[config.mk]
export PLATFORM = sky130hd
export DESIGN_NAME = fdlRecvTop
export DESIGN_NICKNAME = d
export VERILOG_FILES = /design/src/rtl/fdlRecvPkg.sv /design/src/rtl/fdlRecvCtrl.sv /design/src/rtl/fdlRecvPath.sv /design/src/rtl/fdlRecvTop.sv
export SDC_FILE = /design/constraint.sdc
export NUM_CORES = 1
export LEC_CHECK = 0
export BUFFER_PORTS_ARGS = -buffer_cell sky130_fd_sc_hd__buf_2
export CAP_MARGIN = 20
export CORE_MARGIN = 2
export CORE_UTILIZATION = 45
export DETAILED_ROUTE_END_ITERATION = 8
export GPL_TIMING_DRIVEN = 0
export PLACE_DENSITY_LB_ADDON = 0.12
export SKIP_LAST_GASP = 1
export SLEW_MARGIN = 20
export SYNTH_ARGS = -nofsm -noshare
export SYNTH_HDL_FRONTEND = slang
export SYNTH_SLANG_ARGS = --single-unit
[constraint.sdc]
create_clock -name clk -period 2.3 [get_ports clk]
set_input_delay 0.23 -clock clk [delete_from_list [all_inputs] [get_ports clk]]
set_output_delay 0.23 -clock clk [all_outputs]
set_load 0.01 [all_outputs]
[src/rtl/fdlRecvPkg.sv]
package fdlRecvPkg;

  // Strobes that the control logic sends to the datapath
  typedef struct packed {
    logic shiftEn;   // accept the current bit into the shift register
    logic byteDone;  // the accepted bit completes a byte
  } fdlStrobeT;

  // Register addresses
  localparam int ADDR_BYTE   = 0;
  localparam int ADDR_STATUS = 1;
  localparam int ADDR_CTRL   = 2;
  localparam int ADDR_MATCH0 = 3;

  // Status bit positions
  localparam int STAT_FULL  = 0;
  localparam int STAT_MATCH = 1;

  // Control bit positions
  localparam int CTRL_DESTUFF    = 0;
  localparam int CTRL_MASK_FULL  = 1;
  localparam int CTRL_MASK_MATCH = 2;

endpackage

[src/rtl/fdlRecvCtrl.sv]
module fdlRecvCtrl
  import fdlRecvPkg::*;
#(
  parameter int BYTE_W    = 8,
  parameter int STUFF_RUN = 5,
  localparam int RUN_W    = $clog2(STUFF_RUN + 2),
  localparam int CNT_W    = $clog2(BYTE_W)
) (
  input  logic             clk,
  input  logic             rstN,
  input  logic             bitValid,
  input  logic             bitData,
  input  logic             destuffEn,
  output fdlStrobeT        strobe,
  output logic [RUN_W-1:0] runLen
);

  localparam logic [RUN_W-1:0] RUN_STUFF = RUN_W'(STUFF_RUN);
  localparam logic [RUN_W-1:0] RUN_MAX   = RUN_W'(STUFF_RUN + 1);
  localparam logic [CNT_W-1:0] CNT_LAST  = CNT_W'(BYTE_W - 1);

  logic [CNT_W-1:0] bitCnt;
  logic             dropZero;

  // A zero after exactly STUFF_RUN ones is a stuffed zero
  assign dropZero        = bitValid && !bitData && destuffEn && (runLen == RUN_STUFF);
  assign strobe.shiftEn  = bitValid && !dropZero;
  assign strobe.byteDone = strobe.shiftEn && (bitCnt == CNT_LAST);

  // Length of the current run of ones, saturating one above the stuffing length
  always_ff @(posedge clk or negedge rstN) begin
    if (!rstN) begin
      runLen <= '0;
    end else if (bitValid) begin
      if (!bitData)              runLen <= '0;
      else if (runLen != RUN_MAX) runLen <= runLen + 1'b1;
    end
  end

  // Counts only the bits that are kept
  always_ff @(posedge clk or negedge rstN) begin
    if (!rstN) begin
      bitCnt <= '0;
    end else if (strobe.shiftEn) begin
      if (strobe.byteDone) bitCnt <= '0;
      else                 bitCnt <= bitCnt + 1'b1;
    end
  end

endmodule

[src/rtl/fdlRecvPath.sv]
module fdlRecvPath
  import fdlRecvPkg::*;
#(
  parameter int BYTE_W    = 8,
  parameter int NUM_MATCH = 2,
  parameter int ADDR_W    = 3
) (
  input  logic              clk,
  input  logic              rstN,
  input  fdlStrobeT         strobe,
  input  logic              bitData,
  input  logic [ADDR_W-1:0] regAddr,
  input  logic              regWrEn,
  input  logic [BYTE_W-1:0] regWrData,
  output logic [BYTE_W-1:0] regRdData,
  output logic              destuffEn,
  output logic              maskFull,
  output logic              maskMatch,
  output logic              statusFull,
  output logic              statusMatch,
  output logic              matchHit,
  output logic [BYTE_W-1:0] readByte,
  output logic              intN
);

  logic [BYTE_W-1:0]    shiftReg;
  logic [BYTE_W-1:0]    nextByte;
  logic [BYTE_W-1:0]    matchReg [NUM_MATCH];
  logic [NUM_MATCH-1:0] hitVec;
  logic                 wrStatus;
  logic                 wrCtrl;

  assign wrStatus = regWrEn && (regAddr == ADDR_W'(ADDR_STATUS));
  assign wrCtrl   = regWrEn && (regAddr == ADDR_W'(ADDR_CTRL));

  // New bits enter at the top, so the first bit of a byte ends at bit 0
  assign nextByte = {bitData, shiftReg[BYTE_W-1:1]};

  always_ff @(posedge clk or negedge rstN) begin
    if (!rstN) begin
      shiftReg <= '0;
    end else if (strobe.shiftEn) begin
      shiftReg <= nextByte;
    end
  end

  always_ff @(posedge clk or negedge rstN) begin
    if (!rstN) begin
      readByte <= '0;
    end else if (strobe.byteDone) begin
      readByte <= nextByte;
    end
  end

  // One match register and comparator per pattern
  for (genvar g = 0; g < NUM_MATCH; g++) begin : gMatch
    always_ff @(posedge clk or negedge rstN) begin
      if (!rstN) begin
        matchReg[g] <= '0;
      end else if (regWrEn && (regAddr == ADDR_W'(ADDR_MATCH0 + g))) begin
        matchReg[g] <= regWrData;
      end
    end
    assign hitVec[g] = (nextByte == matchReg[g]);
  end

  assign matchHit = strobe.byteDone && (|hitVec);

  // Control bits
  always_ff @(posedge clk or negedge rstN) begin
    if (!rstN) begin
      destuffEn <= 1'b0;
      maskFull  <= 1'b0;
      maskMatch <= 1'b0;
    end else if (wrCtrl) begin
      destuffEn <= regWrData[CTRL_DESTUFF];
      maskFull  <= regWrData[CTRL_MASK_FULL];
      maskMatch <= regWrData[CTRL_MASK_MATCH];
    end
  end

  // Sticky status bits: a new event takes priority over a clear
  always_ff @(posedge clk or negedge rstN) begin
    if (!rstN) begin
      statusFull  <= 1'b0;
      statusMatch <= 1'b0;
    end else begin
      statusFull  <= (statusFull  && !(wrStatus && regWrData[STAT_FULL]))  || strobe.byteDone;
      statusMatch <= (statusMatch && !(wrStatus && regWrData[STAT_MATCH])) || matchHit;
    end
  end

  assign intN = !((statusFull && maskFull) || (statusMatch && maskMatch));

  // Read mux
  always_comb begin
    regRdData = '0;
    if (regAddr == ADDR_W'(ADDR_BYTE)) begin
      regRdData = readByte;
    end else if (regAddr == ADDR_W'(ADDR_STATUS)) begin
      regRdData[STAT_FULL]  = statusFull;
      regRdData[STAT_MATCH] = statusMatch;
    end else if (regAddr == ADDR_W'(ADDR_CTRL)) begin
      regRdData[CTRL_DESTUFF]    = destuffEn;
      regRdData[CTRL_MASK_FULL]  = maskFull;
      regRdData[CTRL_MASK_MATCH] = maskMatch;
    end
    for (int i = 0; i < NUM_MATCH; i++) begin
      if (regAddr == ADDR_W'(ADDR_MATCH0 + i)) regRdData = matchReg[i];
    end
  end

endmodule

[src/rtl/fdlRecvTop.sv]
module fdlRecvTop
  import fdlRecvPkg::*;
#(
  parameter int BYTE_W    = 8,
  parameter int STUFF_RUN = 5,
  parameter int NUM_MATCH = 2,
  parameter int ADDR_W    = 3
) (
  input  logic              clk,
  input  logic              rstN,
  input  logic              bitValid,
  input  logic              bitData,
  input  logic [ADDR_W-1:0] regAddr,
  input  logic              regWrEn,
  input  logic [BYTE_W-1:0] regWrData,
  output logic [BYTE_W-1:0] regRdData,
  output logic              intN
);

  localparam int RUN_W = $clog2(STUFF_RUN + 2);

  fdlStrobeT         strobe;
  logic [RUN_W-1:0]  runLen;
  logic              destuffEn;
  logic              maskFull;
  logic              maskMatch;
  logic              statusFull;
  logic              statusMatch;
  logic              matchHit;
  logic [BYTE_W-1:0] readByte;

  fdlRecvCtrl #(
    .BYTE_W   (BYTE_W),
    .STUFF_RUN(STUFF_RUN)
  ) uCtrl (
    .clk      (clk),
    .rstN     (rstN),
    .bitValid (bitValid),
    .bitData  (bitData),
    .destuffEn(destuffEn),
    .strobe   (strobe),
    .runLen   (runLen)
  );

  fdlRecvPath #(
    .BYTE_W   (BYTE_W),
    .NUM_MATCH(NUM_MATCH),
    .ADDR_W   (ADDR_W)
  ) uPath (
    .clk        (clk),
    .rstN       (rstN),
    .strobe     (strobe),
    .bitData    (bitData),
    .regAddr    (regAddr),
    .regWrEn    (regWrEn),
    .regWrData  (regWrData),
    .regRdData  (regRdData),
    .destuffEn  (destuffEn),
    .maskFull   (maskFull),
    .maskMatch  (maskMatch),
    .statusFull (statusFull),
    .statusMatch(statusMatch),
    .matchHit   (matchHit),
    .readByte   (readByte),
    .intN       (intN)
  );

endmodule

==> metrics <==
Total Nets Final=around 240; # fillers=approximately 430; Min-Delay Path Class=in2async; Cell Int Power=1480 uW; combinational power share=0.252; critical path class=in2out; power share of the clock group=0.229; Async SR Flop Fraction=1.00; I/O Pins=25; worst path required time=2070 ps; Final ANT Viol Nets=0; clock slew at reported path FFs=70 ps; gr usage total=0.181; dpl cell area=roughly 2400 sq um; Post-synth top cells=42 x dfrtp_1, 33 x mux2_2, 17 x nand2_1, 16 x xor2_1, 13 x o21ai_0; VDD IR max=~320 uV; Die Area=between 5000 and 6000 sq um; share of the yosys chip area belonging to registers=0.477; Critical Path Start Type=input pin; residual DRC count=0; MaxCap Viol Count=0; CP startpoint=regAddr[0]; via count=1471; Slew Limit Fails=0; pwr dens=868 nW/um^2; HPWL Detailed=3350 um; part of the power in registers=0.520; Switching Fraction=0.310; first-iteration detailed-routing DRC count=37; CTS root buffer=clkbuf_8; status=finished clean; Crit. End Element=output port; Avg WL per Cell=16.1 um; mapped cell area=approximately 2200 sq um; Core Box Area=4720 sq um; Crit Path Max Fanout=10; die height=74.0 um; synth top area cells=dfrtp_1 48%, mux2_2 17%, xor2_1 6.4%; top-count cell post-synth=dfrtp_1; Leak=0.00116 uW; Fmax achieved=roughly 0.62 GHz; Warnings, synthesis=0; Hold Violations, Final=0; footprint of the multi-input gates=1070 sq um; flops & latches, synth=42; FF+latch area=approximately 1100 sq um; main flop type after synthesis=dfrtp_1; Placed Cells=approximately 270; global-route wire length before repair=7280 um; share of cells above drive strength 1=0.349; routed wire length=4550 um; post-placement setup slack=681 ps; R2R cell count=5; reg-to-reg slack, setup=690 ps; fin crit period=1610 ps; non-filler cells, final=282; GRT overflow=0; Psw=666 uW; area delta synth->final=12.5%; initial antenna violation count=0; routability cong.=between 0.7 and 0.8; Worst-Margin Slew=about 940 ps; Yosys top cell area share=0.477; Num CTS Buffers=5; RSZ-0062 raised after global routing=no; H-tree depth=2; PortBufs=20; CTS tree=done; Clock Skews=6.88 ps; vias per inst=5.22; reg2reg start=uCtrl.runLen[1]; Post-Syn Nets=208; setup_tns=0 ps; row cnt=25; Post-CTS Setup Inserts=0; Post-Syn Area per Cell=11.8 sq um; clock latency on the worst-skew pair=290 ps; post-cts resize count=0; antenna cells=0; R2R Path End=uPath.readByte[2]; number of global-route vias before repair=1537; CTS max path bufs=2; Die W=around 74 um; Max transition margin=0.370; Synth Instances=187; Final setup viols=0; Distinct cells, synth=31; critical path capture point=regRdData[7]; finished layout cell area=between 2000 and 2500 sq um; hold buffers post-CTS=0; EDFF count, synth=0; Initial Util=0.466; area leader, netlist=dfrtp_1; min setup slack post-route=between 600 and 700 ps; fin crit share=0.700; total power=2150 uW; pin count of the biggest net entering global routing=43; clock sink count=42; drt pass-1 iters=4; CP arrival=1380 ps
placed cells by master (no fill, tap or decap), types with 5 or more instances in the layout:
cell | synthesis | final
a21oi_1 | 6 | 6
buf_2 | 2 | 22
clkbuf_8 | 0 | 6
dfrtp_1 | 42 | 42
ha_1 | 5 | 5
inv_1 | 5 | 5
mux2_2 | 33 | 33
mux2i_1 | 9 | 9
nand2_1 | 17 | 17
nor2_1 | 5 | 5
o21ai_0 | 13 | 13
xor2_1 | 16 | 16
through the flow:
step / hold WS (ps) / utilization
CTS: 109 / 0.525
floorplan: -65.6 / -
finish: 73.6 / 0.525
global route: 141 / 0.525
global placement: 406 / 0.505
detailed placement: 431 / 0.505
final cells by class:
cell class	instances	area share
buffer	8	0.0253
clock buffer	7	0.0348
clock inverter	1	0.00202
inverter	5	0.00758
multi-input combinational	132	0.432
sequential	42	0.424
tap	67	0.0338
timing repair buffer	20	0.0404
registers in the layout, summed over array words and instances (netlist names):
register / cells
uPath.maskMatch: 1
uPath.matchReg: 16
uPath.shiftReg: 7
uPath.maskFull: 1
uPath.statusMatch: 1
uCtrl.runLen: 3
uPath.statusFull: 1
uPath.destuffEn: 1
uPath.readByte: 8
uCtrl.bitCnt: 3
worst min path at each step:
| stage | slack (ps) | to | cells past startpoint | startpoint |
|---|---|---|---|---|
| after global routing | 140 | uCtrl.runLen[1] | 1 | rstN |
| after global placement | 410 | uCtrl.runLen[0] | 1 | rstN |
| after floorplan | -70 | uCtrl.bitCnt[0] | 0 | rstN |
| after detailed placement | 430 | uCtrl.runLen[1] | 1 | rstN |
| final | 70 | uPath.maskMatch | 1 | rstN |
| after CTS | 110 | uPath.statusFull | 1 | rstN |
kinds of logic after synthesis:
logic type / synth area share
XOR/XNOR: 0.0636
adder cells (fa/ha/maj): 0.0284
multiplexers: 0.210
AND/OR/NAND/NOR: 0.115
flip-flops: 0.477
buffers and inverters: 0.0369
AO/OA/AOI/OAI: 0.0693
metal layers:
metal  global-route usage  vias to the layer above  wire (um)
met4               0.0606                        0         62
met1                0.221                      732       2020
li1                     -                      711          -
met2                0.316                       23       2320
met5                    0                        -          0
met3               0.0407                        5        150
critical path: stages:
cell	delay, ps
buf_2	130
buf_2	230
nand2_1	80
nor2_1	320
nand2_1	90
o21ai_0	110
buf_2	180
power by group through the flow:
stage | Combinational (uW) | Sequential [uW] | Clock, uW
6_report | 541 | 1120 | 492
5_1_grt | 605 | 1150 | 533
4_1_cts | 554 | 1120 | 502
3_5_place_dp | 551 | 1130 | 0
3_3_place_gp | 523 | 1120 | 0
2_1_floorplan | 419 | 1080 | 0
(Power assumes the default switching activity.)
